## src/rtl/uart_rx_errstat_pkg.sv

```systemverilog
package uart_rx_errstat_pkg;
  localparam int CHAR_W = 8;

  typedef struct packed {
    logic brk;
    logic par;
    logic frm;
  } rx_tags_t;

  // Packed layout: bit 10 brk, bit 9 par, bit 8 frm, bits 7:0 character
  typedef struct packed {
    rx_tags_t            tags;
    logic [CHAR_W-1:0]   ch;
  } rx_entry_t;

  localparam int ENTRY_W = $bits(rx_entry_t);
endpackage

```

## src/rtl/rx_tag_fifo.sv

```systemverilog
module rx_tag_fifo
  import uart_rx_errstat_pkg::*;
#(
  parameter int DEPTH = 16
) (
  input  logic      clk,
  input  logic      rst,
  input  logic      push,
  input  rx_entry_t push_entry,
  input  logic      pop,
  output rx_entry_t head,
  output logic      full,
  output logic      empty
);
  localparam int PTR_W = (DEPTH > 1) ? $clog2(DEPTH) : 1;
  localparam int CNT_W = $clog2(DEPTH + 1);
  localparam logic [PTR_W-1:0] LAST = PTR_W'(DEPTH - 1);

  rx_entry_t        mem [DEPTH];
  logic [PTR_W-1:0] wr_ptr, rd_ptr;
  logic [CNT_W-1:0] count;
  logic             do_push, do_pop;

  assign full    = (count == CNT_W'(DEPTH));
  assign empty   = (count == '0);
  assign do_push = push && !full;
  assign do_pop  = pop && !empty;
  assign head    = mem[rd_ptr];

  // Storage without reset so it maps onto distributed RAM
  always_ff @(posedge clk) begin
    if (do_push) mem[wr_ptr] <= push_entry;
  end

  always_ff @(posedge clk) begin
    if (rst) begin
      wr_ptr <= '0;
      rd_ptr <= '0;
      count  <= '0;
    end else begin
      if (do_push) wr_ptr <= (wr_ptr == LAST) ? '0 : wr_ptr + PTR_W'(1);
      if (do_pop)  rd_ptr <= (rd_ptr == LAST) ? '0 : rd_ptr + PTR_W'(1);
      case ({do_push, do_pop})
        2'b10:   count <= count + CNT_W'(1);
        2'b01:   count <= count - CNT_W'(1);
        default: count <= count;
      endcase
    end
  end

  p_count_bound_r5: assert property (@(posedge clk) disable iff (rst)
    count <= CNT_W'(DEPTH));

  p_full_keeps_r5: assert property (@(posedge clk) disable iff (rst)
    (push && full && !pop) |=> full);

  p_pop_nonempty_r7: assert property (@(posedge clk) disable iff (rst)
    pop |-> !empty);
endmodule

```

## src/rtl/rx_err_status.sv

```systemverilog
module rx_err_status
  import uart_rx_errstat_pkg::*;
(
  input  logic     clk,
  input  logic     rst,
  input  logic     pop_fire,
  input  rx_tags_t pop_tags,
  input  logic     ovr_event,
  input  logic     clr,
  output rx_tags_t tags_q,
  output logic     ovr_q
);
  always_ff @(posedge clk) begin
    if (rst) begin
      tags_q <= '0;
      ovr_q  <= 1'b0;
    end else begin
      // A pop beats a clear for the latched tags
      if (pop_fire)  tags_q <= pop_tags;
      else if (clr)  tags_q <= '0;
      // A fresh overrun beats a clear
      if (ovr_event) ovr_q  <= 1'b1;
      else if (clr)  ovr_q  <= 1'b0;
    end
  end

  p_tags_hold_r4: assert property (@(posedge clk) disable iff (rst)
    (!pop_fire && !clr) |=> $stable(tags_q));

  p_tags_follow_r4: assert property (@(posedge clk) disable iff (rst)
    pop_fire |=> (tags_q == $past(pop_tags)));

  p_ovr_set_r5: assert property (@(posedge clk) disable iff (rst)
    ovr_event |=> ovr_q);

  p_clear_all_r6: assert property (@(posedge clk) disable iff (rst)
    (clr && !pop_fire && !ovr_event) |=> (tags_q == '0 && !ovr_q));

  p_pop_clear_r8: assert property (@(posedge clk) disable iff (rst)
    (pop_fire && clr && !ovr_event) |=> !ovr_q);

  p_ovr_clear_r9: assert property (@(posedge clk) disable iff (rst)
    (ovr_event && clr) |=> ovr_q);
endmodule

```

## src/rtl/uart_rx_errstat.sv

```systemverilog
module uart_rx_errstat
  import uart_rx_errstat_pkg::*;
#(
  parameter int DEPTH  = 16,
  parameter int ADDR_W = 4,
  parameter int BUS_W  = 32
) (
  input  logic              clk,
  input  logic              rst,
  input  logic              push_valid,
  input  logic [CHAR_W-1:0] push_char,
  input  logic              push_frm,
  input  logic              push_par,
  input  logic              push_brk,
  input  logic              rd_en,
  input  logic [ADDR_W-1:0] rd_addr,
  output logic [BUS_W-1:0]  rd_data,
  input  logic              wr_en,
  input  logic [ADDR_W-1:0] wr_addr,
  input  logic [BUS_W-1:0]  wr_data
);
  localparam logic [ADDR_W-1:0] OFS_DATA = ADDR_W'(0);
  localparam logic [ADDR_W-1:0] OFS_STAT = ADDR_W'(4);

  rx_entry_t push_entry, head;
  rx_tags_t  tags_q;
  logic      full, empty, ovr_q;
  logic      rd_data_hit, rd_stat_hit, pop, clr, ovr_event;
  logic [BUS_W-1:0] rd_word;

  assign push_entry = '{tags: '{brk: push_brk, par: push_par, frm: push_frm},
                        ch: push_char};
  assign rd_data_hit = rd_en && (rd_addr == OFS_DATA);
  assign rd_stat_hit = rd_en && (rd_addr == OFS_STAT);
  assign pop         = rd_data_hit && !empty;
  assign clr         = wr_en && (wr_addr == OFS_STAT);
  assign ovr_event   = push_valid && full;

  rx_tag_fifo #(.DEPTH(DEPTH)) u_fifo (
    .clk        (clk),
    .rst        (rst),
    .push       (push_valid),
    .push_entry (push_entry),
    .pop        (pop),
    .head       (head),
    .full       (full),
    .empty      (empty)
  );

  rx_err_status u_status (
    .clk       (clk),
    .rst       (rst),
    .pop_fire  (pop),
    .pop_tags  (head.tags),
    .ovr_event (ovr_event),
    .clr       (clr),
    .tags_q    (tags_q),
    .ovr_q     (ovr_q)
  );

  always_comb begin
    rd_word = '0;
    if (pop)
      rd_word = BUS_W'({ovr_q, head});
    else if (rd_stat_hit)
      rd_word = BUS_W'({ovr_q, tags_q.brk, tags_q.par, tags_q.frm});
  end

  always_ff @(posedge clk) begin
    if (rst)        rd_data <= '0;
    else if (rd_en) rd_data <= rd_word;
  end

  p_rdata_hold_r10: assert property (@(posedge clk) disable iff (rst)
    !rd_en |=> $stable(rd_data));

  p_unmapped_zero_r10: assert property (@(posedge clk) disable iff (rst)
    (rd_en && rd_addr != OFS_DATA && rd_addr != OFS_STAT) |=> (rd_data == '0));

  p_stat_upper_zero_r3: assert property (@(posedge clk) disable iff (rst)
    rd_stat_hit |=> (rd_data[BUS_W-1:4] == '0));

  p_empty_read_zero_r7: assert property (@(posedge clk) disable iff (rst)
    (rd_data_hit && empty) |=> (rd_data == '0));

  p_clear_any_data_r6: assert property (@(posedge clk) disable iff (rst)
    (clr && wr_data != '0 && !pop && !ovr_event) |=> (tags_q == '0 && !ovr_q));
endmodule

```

## config.mk

```make
export PLATFORM = sky130hd
export DESIGN_NAME = uart_rx_errstat
export DESIGN_NICKNAME = d
export VERILOG_FILES = /design/src/rtl/uart_rx_errstat_pkg.sv /design/src/rtl/rx_tag_fifo.sv /design/src/rtl/rx_err_status.sv /design/src/rtl/uart_rx_errstat.sv
export SDC_FILE = /design/constraint.sdc
export NUM_CORES = 1
export LEC_CHECK = 0
export ABC_AREA = 1
export ABC_CLOCK_PERIOD_IN_PS = 3100
export CORE_ASPECT_RATIO = 0.6
export CORE_MARGIN = 4
export CORE_UTILIZATION = 35
export DETAILED_ROUTE_END_ITERATION = 10
export PLACE_DENSITY = 0.55
export SLEW_MARGIN = 20
export SYNTH_ARGS = -nofsm -noshare
export SYNTH_HDL_FRONTEND = slang
export SYNTH_SLANG_ARGS = --single-unit
```

## constraint.sdc

```tcl
create_clock -name clk -period 3.1 [get_ports clk]
set_clock_uncertainty 0.1 [all_clocks]
set_input_delay 0.93 -clock clk [delete_from_list [all_inputs] [get_ports clk]]
set_output_delay 0.93 -clock clk [all_outputs]
set_load 0.01 [all_outputs]
```

==> flow_summary.toml <==
[power]
max-vdd-ir-drop_v = 0.000321
p_leak_nw = 4.55
total_power_mw = 5.77
power_density_nw_per_um2 = 537

[timing]
setup_viol = 0
relSlewSlack_pct = 39.4
max_freq_mhz = 358
fin_crit_sh_pct = 90.1
drv_slew = 0
finalHoldViolCount = 0
period_needed_ps = 2790
max_slew.worst_pin.slew_ps = 908
rsz0062_at_grt = "no"

[global_route]
antenna_found_initial = 0
grtUsageTotal_pct = 15.2
grt-ovfl-total = 0
grt_max_degree = 89
grt_pass1_vias = 5908
grt_pass1_wl_um = 34500

[floorplanning]
io_pins = 88
dieWidth_um = 218
rows = 45
dieArea_um2 = 29300
initial_core_util_pct = 36.1
core_area_um2 = 25700
die_h_um = 134

[clock_tree]
cts-root-buf = "clkbuf_16"
clock_path_buffers = 3
cts_resized = 0
cts_sinks = 209
cts_setup_buffers = 0
cts.clk_slew.worst_paths_ps = 60
cts_hold_buf = 0
clkLatencyLatePin_ps = 500
cts_buffers = 20
htreeDepth = 1
cts_tree = "yes"

[drt]
drc = 0
dr_total_vias = 6297
ant_nets = 0
routed_wl_um = 22100
first_pass_iters = 7
drt_iter0_markers = 477
via_per_inst = 4.54
wl_per_cell_um = 16.0

[worst_setup_path]
reg2regPathDepth = 15
r2r_slack_ps = 820
arrival_ps = 3120
path_class = "in -> reg"
r2r_end = "u_fifo.count[4]"
crit_path_end_kind = "flop"
worstPathRequired_ps = 3430
r2r-start = "u_fifo.count[2]"
start_kind = "input port"
crit_path_start = "rd_en"
worstPathMaxFanout = 3

[synthesis]
ys_seq_area_share_pct = 63.9
yosysTopAreaCellShare_pct = 56.8
ys_top_cells_by_area = "edfxtp_1 57%, nand2_1 12%, nand3_1 7.2%"
yosysWarnings = 0
synth-seq-cells = 209
synth.most_common_cell = "nand2_1"
syn-cell-area_um2 = 9300
synth_edf_count = 176
syn_inst = 964
avgSynthCellArea_um2 = 9.65
synth_area_leader_cell = "edfxtp_1"
synth_cell_types = 27
synth-main-ff-cell = "edfxtp_1"
synthTopCellsByCount = "300 x nand2_1, 176 x edfxtp_1, 161 x inv_1"
synthArstFlopShare_pct = 0

[placement]
place_congestion = 0.793
port_buffers = 35
dpl_cell_area_um2 = 10100
hpwlAfterDp_um = 13900

[hold_path]
min_to = "rd_data[9]"
hold_start = "rd_data[9]"
holdCritPathClass = "reg -> reg"
holdPathStages = 2

[cells_and_area]
nets = 1085
multi_input_area_um2 = 2430
syn_to_final_growth_pct = 15.4
final_cell_area_um2 = 10700
fill_cells = 2501
drive_gt1_share_pct = 7.74
regArea_um2 = 5950
diodes = 0

[run]
drv_cap = 0

[run_status]
status = "completed"
==> kinds of logic (layout without fill, tap and decap cells) <==
logic type,count (synthesis),in the layout,share of synthesized area [%]
flip-flops,209,209,63.9
buffers and inverters,224,275,10.7
adder cells (fa/ha/maj),9,9,1.21
other,1,20,0.0403
AND/OR/NAND/NOR,474,474,21.4
AO/OA/AOI/OAI,42,42,2.29
XOR/XNOR,5,5,0.471
==> how the worst max path moves through the flow <==
stage / to / slack, ps
3_3_place_gp: u_fifo.count[4] / -160
2_1_floorplan: u_fifo.count[4] / 310
3_5_place_dp: u_fifo.count[4] / -170
4_1_cts: u_fifo.count[4] / 330
5_1_grt: u_fifo.count[4] / 120
6_report: u_fifo.count[4] / 310
==> layout make-up <==
| class | count | area share [%] |
|---|---|---|
| Inverter | 165 | 5.82 |
| Timing Repair Buffer | 74 | 6.11 |
| Multi-Input combinational cell | 550 | 22.7 |
| Clock inverter | 10 | 0.711 |
| Clock buffer | 26 | 5.16 |
| Tap cell | 352 | 4.10 |
| Sequential cell | 209 | 55.4 |
==> state kept, by name (all words and copies together) (netlist names), named ones only <==
name             cells
u_fifo.wr_ptr        4
u_fifo.count         5
rd_data             12
u_status.ovr_q       1
u_status.tags_q      3
u_fifo.rd_ptr        4
u_fifo.mem         176
==> worst max-delay path, cell delays in order <==
cell	delay [ps]
clkdlybuf4s50_1	500
inv_2	60
nor4_4	270
nand2_4	90
clkinv_4	50
ha_1	220
xor2_1	240
ha_1	180
inv_1	40
nand2_1	90
nand3_1	110
nand2_1	90
nand2_1	50
nand2_1	50
nand2_1	50
a21oi_1	110
==> cells in the final DEF, fill, tap and decap left out, types with 4 or more instances in the layout <==
cell type | synthesis | routed
a21oi_1 | 28 | 28
edfxtp_1 | 176 | 176
nand2_1 | 300 | 300
conb_1 | 1 | 20
nor3_1 | 5 | 5
nor2_1 | 29 | 29
clkbuf_1 | 14 | 4
nand3_1 | 133 | 133
inv_1 | 161 | 161
buf_4 | 22 | 38
ha_1 | 9 | 9
o21ai_0 | 13 | 13
clkbuf_16 | 0 | 21
dfxtp_1 | 33 | 31
clkinv_2 | 0 | 7
clkdlybuf4s50_1 | 0 | 35
xor2_1 | 5 | 5
==> per-stage QoR <==
step	cells	setup slack, ps	hold WS (ps)	TNS [ps]	utilization, %
final	1386	307	367	0	41.7
after global routing	1386	122	388	0	41.7
after CTS	1386	328	372	0	41.7
after detailed placement	1350	-171	360	-344	39.3
after global placement	1350	-160	356	-332	39.3
after floorplan	983	310	352	0	-
==> per-layer routing <==
metal  GRT usage (%)  vias up  wire length [um]
met2            21.4      141              8910
met5               0        -                 0
met1            24.1     2971             11600
met3            3.19       26              1290
met4            2.70        0               315
li1                -     3159                 -
==> where the power goes <==
group / internal (mW) / switching, mW / total, mW
combinational: 0.0957 / 0.190 / 0.286
sequential: 3.08 / 0.0152 / 3.10
clock: 1.35 / 1.03 / 2.38
No activity file was read; power rests on OpenSTA's default activity.
